`config.mk`:
```
export PLATFORM = sky130hd
export DESIGN_NAME = wdog_apb
export DESIGN_NICKNAME = d
export VERILOG_FILES = /design/src/rtl/wdog_pkg.sv /design/src/rtl/wdog_regs.sv /design/src/rtl/wdog_counter.sv /design/src/rtl/wdog_resp.sv /design/src/rtl/wdog_apb.sv
export SDC_FILE = /design/constraint.sdc
export NUM_CORES = 1
export LEC_CHECK = 0
export BUFFER_PORTS_ARGS = -buffer_cell sky130_fd_sc_hd__buf_4
export CORE_MARGIN = 2
export CORE_UTILIZATION = 55
export CTS_BUF_LIST = sky130_fd_sc_hd__clkbuf_4 sky130_fd_sc_hd__clkbuf_8 sky130_fd_sc_hd__clkbuf_16
export CTS_CLUSTER_SIZE = 30
export DETAILED_ROUTE_END_ITERATION = 8
export GPL_ROUTABILITY_DRIVEN = 0
export HOLD_SLACK_MARGIN = 0.08
export PLACE_DENSITY = 0.81
export RECOVER_POWER = 100
export SLEW_MARGIN = 20
export SYNTH_ARGS = -nofsm -noshare
export SYNTH_HDL_FRONTEND = slang
export SYNTH_SLANG_ARGS = --single-unit
```
`constraint.sdc`:
```
create_clock -name clk -period 2.76 [get_ports clk]
set_input_delay 0.552 -clock clk [delete_from_list [all_inputs] [get_ports clk]]
set_output_delay 0.552 -clock clk [all_outputs]
set_load 0.01 [all_outputs]
```
`src/rtl/wdog_pkg.sv`:
```
package wdog_pkg;
  localparam int SEL_W = 4;
  localparam logic [7:0] A_CTRL  = 8'h00;
  localparam logic [7:0] A_RANGE = 8'h04;
  localparam logic [7:0] A_COUNT = 8'h08;
  localparam logic [7:0] A_KICK  = 8'h0C;
  localparam logic [7:0] A_STAT  = 8'h10;
  localparam logic [7:0] A_ACK   = 8'h14;
  localparam logic [7:0] A_PARAM = 8'hF4;
  localparam logic [31:0] KICK_KEY = 32'h0000_0076;
  localparam int FIXED_TABLE_BIT = 6;

  typedef struct packed {
    logic             enable;
    logic             irq_mode;
    logic [SEL_W-1:0] init_sel;
    logic [SEL_W-1:0] run_sel;
  } wdog_cfg_t;
endpackage

```
`src/rtl/wdog_regs.sv`:
```
module wdog_regs
  import wdog_pkg::*;
#(
  parameter int ADDR_W = 8,
  parameter int DATA_W = 32,
  parameter int CNT_W  = 31
) (
  input  logic              clk,
  input  logic              rst_n,
  input  logic              psel,
  input  logic              penable,
  input  logic              pwrite,
  input  logic [ADDR_W-1:0] paddr,
  input  logic [DATA_W-1:0] pwdata,
  input  logic [CNT_W-1:0]  count,
  input  logic              pending,
  output logic [DATA_W-1:0] prdata,
  output wdog_cfg_t         cfg,
  output logic              start,
  output logic              kick,
  output logic              ack_rd
);
  wdog_cfg_t cfg_q, cfg_d;
  logic acc_wr, acc_rd, hit_ctrl, hit_range, cfg_en;

  assign acc_wr    = psel & penable & pwrite;
  assign acc_rd    = psel & penable & ~pwrite;
  assign hit_ctrl  = (paddr == ADDR_W'(A_CTRL));
  assign hit_range = (paddr == ADDR_W'(A_RANGE));
  assign cfg_en    = acc_wr & (hit_ctrl | hit_range);

  always_comb begin
    cfg_d = cfg_q;
    if (hit_ctrl) begin
      cfg_d.enable   = cfg_q.enable | pwdata[0];
      cfg_d.irq_mode = pwdata[1];
    end
    if (hit_range) begin
      cfg_d.run_sel  = pwdata[SEL_W-1:0];
      cfg_d.init_sel = pwdata[2*SEL_W-1:SEL_W];
    end
  end

  always_ff @(posedge clk or negedge rst_n) begin
    if (!rst_n)      cfg_q <= '0;
    else if (cfg_en) cfg_q <= cfg_d;
  end

  assign cfg    = cfg_q;
  assign start  = acc_wr & hit_ctrl & pwdata[0] & ~cfg_q.enable;
  assign kick   = acc_wr & (paddr == ADDR_W'(A_KICK)) &
                  (pwdata == DATA_W'(KICK_KEY)) & cfg_q.enable;
  assign ack_rd = acc_rd & (paddr == ADDR_W'(A_ACK));

  always_comb begin
    prdata = '0;
    if (paddr == ADDR_W'(A_CTRL)) begin
      prdata[0] = cfg_q.enable;
      prdata[1] = cfg_q.irq_mode;
    end else if (paddr == ADDR_W'(A_RANGE)) begin
      prdata[2*SEL_W-1:0] = {cfg_q.init_sel, cfg_q.run_sel};
    end else if (paddr == ADDR_W'(A_COUNT)) begin
      prdata[CNT_W-1:0] = count;
    end else if (paddr == ADDR_W'(A_STAT)) begin
      prdata[0] = pending;
    end else if (paddr == ADDR_W'(A_PARAM)) begin
      prdata[FIXED_TABLE_BIT] = 1'b1;
    end
  end
endmodule

```
`src/rtl/wdog_counter.sv`:
```
module wdog_counter #(
  parameter int BASE_SHIFT = 16,
  parameter int SEL_W      = 4,
  parameter int CNT_W      = 31
) (
  input  logic             clk,
  input  logic             rst_n,
  input  logic             enable,
  input  logic             start,
  input  logic             kick,
  input  logic [SEL_W-1:0] init_sel,
  input  logic [SEL_W-1:0] run_sel,
  output logic [CNT_W-1:0] count,
  output logic             expire
);
  logic [CNT_W-1:0] cnt_q, cnt_d;
  logic             cnt_en;

  function automatic logic [CNT_W-1:0] span(input logic [SEL_W-1:0] s);
    return (CNT_W'(1) << (BASE_SHIFT + int'(s))) - CNT_W'(1);
  endfunction

  assign expire = enable & (cnt_q == '0) & ~kick & ~start;
  assign cnt_en = start | kick | enable;

  always_comb begin
    if (start)               cnt_d = span(init_sel);
    else if (kick || expire) cnt_d = span(run_sel);
    else                     cnt_d = cnt_q - CNT_W'(1);
  end

  always_ff @(posedge clk or negedge rst_n) begin
    if (!rst_n)      cnt_q <= '0;
    else if (cnt_en) cnt_q <= cnt_d;
  end

  assign count = cnt_q;
endmodule

```
`src/rtl/wdog_resp.sv`:
```
module wdog_resp (
  input  logic clk,
  input  logic rst_n,
  input  logic irq_mode,
  input  logic expire,
  input  logic kick,
  input  logic ack_rd,
  output logic irq,
  output logic rst_req
);
  logic pend_q, pend_d, rreq_q, rreq_d, st_en;

  always_comb begin
    pend_d = pend_q;
    if (expire && irq_mode && !pend_q) pend_d = 1'b1;
    else if (kick || ack_rd)           pend_d = 1'b0;
    rreq_d = rreq_q | (expire & (~irq_mode | pend_q));
  end

  assign st_en = expire | kick | ack_rd;

  always_ff @(posedge clk or negedge rst_n) begin
    if (!rst_n) begin
      pend_q <= 1'b0;
      rreq_q <= 1'b0;
    end else if (st_en) begin
      pend_q <= pend_d;
      rreq_q <= rreq_d;
    end
  end

  assign irq     = pend_q;
  assign rst_req = rreq_q;
endmodule

```
`src/rtl/wdog_apb.sv`:
```
module wdog_apb
  import wdog_pkg::*;
#(
  parameter int BASE_SHIFT = 16,
  parameter int ADDR_W     = 8,
  parameter int DATA_W     = 32
) (
  input  logic              clk,
  input  logic              rst_n,
  input  logic              psel,
  input  logic              penable,
  input  logic              pwrite,
  input  logic [ADDR_W-1:0] paddr,
  input  logic [DATA_W-1:0] pwdata,
  output logic [DATA_W-1:0] prdata,
  output logic              irq,
  output logic              rst_req
);
  localparam int CNT_W = BASE_SHIFT + (1 << SEL_W) - 1;

  logic [1:0]       rst_sync;
  logic             rst_sync_n;
  wdog_cfg_t        cfg;
  logic             start, kick, ack_rd, expire;
  logic [CNT_W-1:0] count;

  always_ff @(posedge clk or negedge rst_n) begin
    if (!rst_n) rst_sync <= 2'b00;
    else        rst_sync <= {rst_sync[0], 1'b1};
  end
  assign rst_sync_n = rst_sync[1];

  wdog_regs #(.ADDR_W(ADDR_W), .DATA_W(DATA_W), .CNT_W(CNT_W)) u_regs (
    .clk(clk), .rst_n(rst_sync_n), .psel(psel), .penable(penable),
    .pwrite(pwrite), .paddr(paddr), .pwdata(pwdata), .count(count),
    .pending(irq), .prdata(prdata), .cfg(cfg), .start(start),
    .kick(kick), .ack_rd(ack_rd)
  );

  wdog_counter #(.BASE_SHIFT(BASE_SHIFT), .SEL_W(SEL_W), .CNT_W(CNT_W)) u_cnt (
    .clk(clk), .rst_n(rst_sync_n), .enable(cfg.enable), .start(start),
    .kick(kick), .init_sel(cfg.init_sel), .run_sel(cfg.run_sel),
    .count(count), .expire(expire)
  );

  wdog_resp u_resp (
    .clk(clk), .rst_n(rst_sync_n), .irq_mode(cfg.irq_mode), .expire(expire),
    .kick(kick), .ack_rd(ack_rd), .irq(irq), .rst_req(rst_req)
  );
endmodule

```
==> flow_metrics.py, run 1 <==
metrics = {
    "logic_synthesis": {
        "synth-seq-area-share_pct": 30.9,
        "synth_cell_types": 66,
        "synthTopCellsByArea": "dfrtp_1, nand2_1, and2_1",
        "syn_inst": 447,
        "ys_warn_count": 0,
        "avgSynthCellArea_um2": 8.14,
        "synth_top_area_share_pct": 30.9,
        "ys_seq_elements": 45,
        "synth_fp_nets": 495,
        "synth_top_area_cell": "dfrtp_1",
        "synth-async-reset-ratio_pct": 100,
        "synth_flop_cell": "dfrtp_1",
        "syn_area_um2": 3640,
        "synth_edf_count": 0,
    },
    "route": {
        "wire_per_inst_um": 18.8,
        "via_per_inst": 6.63,
        "drt-total-wl_mm": 11.3,
        "drtIter0Drc": 521,
        "drtAntennaViolNets": 0,
        "drt_pass1_iterations": 6,
        "vias": 3983,
        "drc": 0,
    },
    "setup_path": {
        "worstSetupEndpointType": "output port",
        "slowest_delay_ns": 0.62,
        "cp.required_ns": 2.21,
        "cp-start-kind": "input pin",
        "worstPathCellList": "buf_4, or4_1, nor2_1, a22oi_1, nand2_1, clkbuf_1",
        "crit_slowest_cell": "or4_1",
        "worst-path-max-fanout": 6,
        "ff2ff_path_depth": 6,
        "cp.arrival_ns": 2.07,
        "worstSetupPathType": "in -> out",
    },
    "placed_design": {
        "dp_hpwl_mm": 8.14,
        "dp_cells": 592,
        "io_buffers": 77,
    },
    "global_routing": {
        "gr-total-overflow": 0,
        "antenna_found_initial": 0,
        "grt_pass1_wl_mm": 18.3,
        "first_global_vias": 3709,
        "grt_usage_pct": 31.4,
        "grt_max_degree": 44,
    },
    "run_status": {
        "status": "complete, but fails checks",
        "violations": "capacitance limit, slew limit",
    },
    "die": {
        "initial_utilization_pct": 57.0,
        "die_w_um": 85.4,
        "dieArea_um2": 7280,
        "fp.coreArea_um2": 6390,
        "dieHeight_um": 85.4,
        "io_pins": 79,
        "rows": 29,
    },
    "pwr": {
        "vdd_ir_drop_max_mv": 0.393,
        "p_per_area_nw_per_um2": 483,
        "leakagePower_nw": 1.82,
    },
    "job": {
        "cap_violations": 1,
    },
    "cts": {
        "cts.clk_slew.worst_paths_ns": 0.09,
        "cts.path.max_buffers": 2,
        "cts.sinks": 45,
        "cts-buffers-inserted": 5,
        "clk_latency_ns": 0.30,
        "h-tree-depth": 2,
        "cts_root_buf": "clkbuf_8",
        "tritoncts": "built",
        "cts_setup_buffers": 0,
    },
    "sta": {
        "tightest_slew_ns": 1.80,
        "final_hold_viol_count": 0,
        "finalClockSkew_ns": 0.00767,
        "drv_slew": 44,
        "fin_crit_ns": 2.62,
        "period_share_pct": 94.8,
        "whs_ns": 0.360,
        "setup_viol": 0,
        "setup_tns_ns": 0,
        "rsz0062_at_grt": "no",
        "slew_headroom_pct": -19.9,
        "fmax_ghz": 0.382,
    },
    "layout": {
        "finalNonFillerCells": 601,
        "drive_above_1_share_pct": 22.3,
        "nNetsFinal": 571,
        "area_delta_synth_final_pct": 20.5,
        "diodes": 0,
    },
    "min_path": {
        "min_path_cells": 0,
        "hp-class": "reg -> reg",
    },
}
-- per-layer routing --
metal / up-vias / GRT usage, % / wire [µm]
met4: 0 / 11.4 / 312
li1: 1801 / - / -
met3: 35 / 4.38 / 1060
met5: - / 0 / 0
met2: 277 / 50.1 / 5350
met1: 1870 / 43.6 / 4570
-- logic make-up (layout without fill, tap and decap cells) --
| group | count (synthesis) | after routing | synth area share, % |
|---|---|---|---|
| AO/OA/AOI/OAI | 105 | 105 | 19.0 |
| buffers and inverters | 43 | 120 | 5.22 |
| multiplexers | 23 | 23 | 6.77 |
| XOR/XNOR | 13 | 13 | 3.13 |
| flip-flops | 45 | 45 | 30.9 |
| other | 2 | 2 | 0.206 |
| AND/OR/NAND/NOR | 213 | 213 | 33.7 |
| adder cells (fa/ha/maj) | 3 | 3 | 1.03 |
-- worst paths after layout --
| path | end | slack [ns] | start |
|---|---|---|---|
| max | prdata[1] | 0.14 | paddr[5] |
| min | rst_sync[1] | 0.36 | rst_sync[0] |
| max reg2reg | u_cnt.count[19] | 0.19 | u_cnt.count[6] |
| min reg2reg | rst_sync[1] | 0.36 | rst_sync[0] |
| max in group asynchronous | u_cnt.count[30] | 0.96 | rst_sync[1] |
| min in group asynchronous | rst_sync[1] | 0.54 | rst_n |
-- stage by stage --
step	setup WS [ns]	utilization, %	power [mW]	area [µm²]
2_1_floorplan	0.260	-	1.29	3640
3_3_place_gp	0.157	68.4	1.49	4370
3_5_place_dp	0.134	68.4	1.51	4370
4_1_cts	0.121	70.6	2.11	4510
5_1_grt	0.0236	68.7	2.22	4390
6_report	0.142	68.7	2.12	4390
-- where the power goes --
group | switching (mW) | total, mW | internal, mW | leakage, nW
Sequential | 0.199 | 0.961 | 0.761 | 0.570
Combinational | 0.280 | 0.554 | 0.274 | 1.18
Clock | 0.242 | 0.602 | 0.360 | 0.0681
Total | 0.721 | 2.12 | 1.40 | 1.82
-- cell usage in the layout (no fill, tap or decap), types with 5 or more instances in the layout --
cell	n
clkbuf_1	29
clkbuf_8	5
a21oi_1	28
or4_1	5
xnor2_1	9
nand3_1	10
nor4_1	9
buf_4	74
nand4_1	10
inv_1	6
mux2_2	13
and2_1	18
a31oi_1	6
o211ai_1	7
o22ai_1	8
and2_0	7
or3_1	6
o31ai_1	6
dfrtp_1	45
nand2_1	44
a211oi_1	6
o21ai_0	16
mux2i_1	10
nor3_1	28
nor2_1	34
a22o_1	7
-- flip-flops by register name, summed over array words and instances (netlist names) --
signal / cells
u_resp.irq: 1
u_cnt.count: 31
rst_sync: 2
u_resp.rst_req: 1
u_regs.cfg: 10
-- area by class of cell --
type	instances	area (µm²)
flip-flops and latches	45	1130
clock inverters	3	65.1
repair buffers	105	694
well taps	77	96.3
clock buffers	5	68.8
fillers	526	2000
inverters	7	26.3
multi-input cells	359	2310
-- critical path, delay by kind of cell --
| family | cells | cell delay [ns] |
|---|---|---|
| simple gates | 3 | 1.11 |
| compound gates | 1 | 0.13 |
| buf+inv | 2 | 0.28 |
-- cells in the mapped netlist (5+ instances only) --
master / count
clkbuf_1: 26
inv_1: 6
nor3b_1: 5
nor3_1: 27
o211ai_1: 7
a22o_1: 7
nor4_1: 9
o22ai_1: 8
a211oi_1: 5
a21oi_1: 28
or3_1: 6
nor2_1: 35
xnor2_1: 9
o21ai_0: 16
a31oi_1: 6
mux2i_1: 10
mux2_2: 13
dfrtp_1: 45
o31ai_1: 6
and2_1: 25
nand3_1: 10
nand2_1: 43
nand4_1: 10
-- what timing repair did --
item | in CTS | in global routing
endpoints found under the hold margin | 2 | 0
hold buffers | 1 | 0
gates resized for setup | 0 | 2
endpoints found under the setup margin | 0 | 4
Power figures use the tool's default switching activity.
==> run 2, diff against run 1 <==
- CELL_PAD_IN_SITES_DETAIL_PLACEMENT: default -> 0
- CELL_PAD_IN_SITES_GLOBAL_PLACEMENT: default -> 1
- CORE_UTILIZATION: 55 -> 44
- PLACE_DENSITY: 0.81 -> default
- PLACE_DENSITY_LB_ADDON: default -> 0.1
==> run 2 against run 1 <==
  * The run still ends with capacitance limit, slew limit left
  * Register-to-register slack is essentially flat
  * Critical path type unchanged
  * Clock power shrank 29%
  * Largest power group unchanged
  * Die area grew 24%
  * Cell area grew 2.1%
  * Sequential power is essentially flat
==> flow_metrics.py, run 2 (synthesis gave the netlist of run 1 again) <==
metrics = {
    "global_routing": {
        "antenna_found_initial": 0,
        "grt_max_degree": 44,
        "first_global_vias": 3362,
        "grt_pass1_wl_mm": 17.6,
        "gr-total-overflow": 0,
        "grt_usage_pct": 25.9,
    },
    "sta": {
        "rsz0062_at_grt": "no",
        "fmax_ghz": 0.378,
        "setup_viol": 0,
        "worst_slack_ns": 0.117,
        "drv_slew": 44,
        "fin_crit_ns": 2.64,
        "tightest_slew_ns": 1.86,
        "slew_headroom_pct": -23.8,
        "final_hold_viol_count": 0,
        "finalClockSkew_ns": 0.0117,
        "setup_tns_ns": 0,
        "period_share_pct": 95.7,
    },
    "setup_path": {
        "r2r-start": "u_cnt.count[0]",
        "slowest_delay_ns": 0.62,
        "worstPathCellList": "buf_4, or4_1, nor3_1, a32oi_1, nand2_1, buf_4",
        "r2r_slack_ns": 0.18,
        "cp-endpoint": "prdata[0]",
        "crit_buf_inv": 2,
        "reg2reg_to": "u_cnt.count[15]",
        "path_delay_family": "simple AND/OR/NAND/NOR gates",
        "worstSetupEndpointType": "output port",
        "crit_slowest_cell": "or4_1",
        "worst-path-stages": 6,
        "cp-start-kind": "input pin",
        "worstSetupPathType": "in -> out",
        "crit_start": "paddr[5]",
        "ff2ff_path_depth": 10,
        "cp.arrival_ns": 2.09,
        "cp.required_ns": 2.21,
        "worst-path-max-fanout": 5,
        "path_common_cell": "buf_4",
    },
    "die": {
        "fp.coreArea_um2": 8130,
        "initial_utilization_pct": 44.7,
        "io_pins": 79,
        "rows": 33,
        "die_w_um": 95.0,
        "dieArea_um2": 9020,
        "dieHeight_um": 95.0,
    },
    "cts": {
        "h-tree-depth": 2,
        "cts_root_buf": "clkbuf_8",
        "tritoncts": "built",
        "clk_latency_ns": 0.31,
        "cts_setup_buffers": 0,
        "cts.clk_slew.worst_paths_ns": 0.08,
        "hold_buffers": 1,
        "cts_resized": 0,
        "cts-buffers-inserted": 5,
        "cts.path.max_buffers": 2,
        "cts.sinks": 45,
    },
    "layout": {
        "layout_commonest_cell": "buf_4",
        "drive_above_1_share_pct": 25.8,
        "diodes": 0,
        "final_area_um2": 4480,
        "nNetsFinal": 578,
        "area_delta_synth_final_pct": 23.1,
        "largest_reg_flops": 31,
        "utilization_pct": 55.1,
        "final_cell_mix": "buf_4, dfrtp_1, nand2_1, nor2_1, a21oi_1",
    },
    "route": {
        "drt-total-wl_mm": 11.3,
        "drtAntennaViolNets": 0,
        "vias": 3763,
        "drt_pass1_iterations": 5,
        "wire_per_inst_um": 17.7,
        "drtIter0Drc": 253,
        "via_per_inst": 5.92,
        "drc": 0,
    },
    "min_path": {
        "hp-class": "reg -> reg",
    },
    "run_status": {
        "status": "complete, but fails checks",
        "violations": "capacitance limit, slew limit",
    },
    "pwr": {
        "power_mw": 1.91,
        "leakagePower_nw": 1.90,
        "p_per_area_nw_per_um2": 426,
        "vdd_ir_drop_max_mv": 0.189,
    },
    "placed_design": {
        "dpl_cell_area_um2": 4450,
        "dp_slack_ns": 0.166,
        "dp_hpwl_mm": 8.54,
        "io_buffers": 77,
    },
    "job": {
        "cap_violations": 1,
    },
}
[run 2: cell count changes in the layout (fill, tap and decap cells not counted), sizes merged]
cell	change
buf	+20
clkbuf	-12
bufinv	-2
clkinv	+1
[run 2: cell type report]
class	instances	area (µm²)
Multi-Input combinational cell	359	2310
Inverter	7	26.3
Fill cell	789	3650
Clock inverter	2	10.0
Clock buffer	6	76.3
Tap cell	105	131
Sequential cell	45	1130
Timing Repair Buffer	112	797
[run 2: worst min-delay path by stage]
stage | from | to | slack (ns) | cells past startpoint
after CTS | rst_sync[0] | rst_sync[1] | 0.37 | 0
after global routing | rst_sync[0] | rst_sync[1] | 0.38 | 0
after global placement | rst_n | rst_sync[0] | 0.33 | 1
after detailed placement | rst_n | rst_sync[0] | 0.34 | 1
final | rst_sync[0] | rst_sync[1] | 0.38 | 0
after floorplan | rst_n | rst_sync[0] | 0.26 | 0
[run 2: power by group]
group          internal, mW  leakage (nW)  switching (mW)
combinational         0.263          1.28           0.255
clock                 0.186        0.0484           0.239
sequential            0.761         0.570           0.202
[run 2: per-layer routing]
metal / global-route usage (%) / up-vias / wire length [µm]
li1: - / 1824 / -
met1: 35.1 / 1773 / 5050
met2: 42.3 / 149 / 5300
met3: 4.07 / 17 / 709
met4: 8.09 / 0 / 233
met5: 0 / - / 0
[run 2: through the flow]
step	hold slack [ns]	std cells
after floorplan	0.256	447
after global placement	0.334	627
after detailed placement	0.338	627
after CTS	0.372	636
after global routing	0.383	636
final	0.381	636
[run 2: worst reg2reg max path, delay by kind of cell, from the launching register on]
kind	cells	cell delay, ns
and+or+nand+nor	5	1.36
DFF	1	0.43
buffers and inverters	3	0.42
adders and majority gates	1	0.19
AOI/OAI and AO/OA	1	0.11
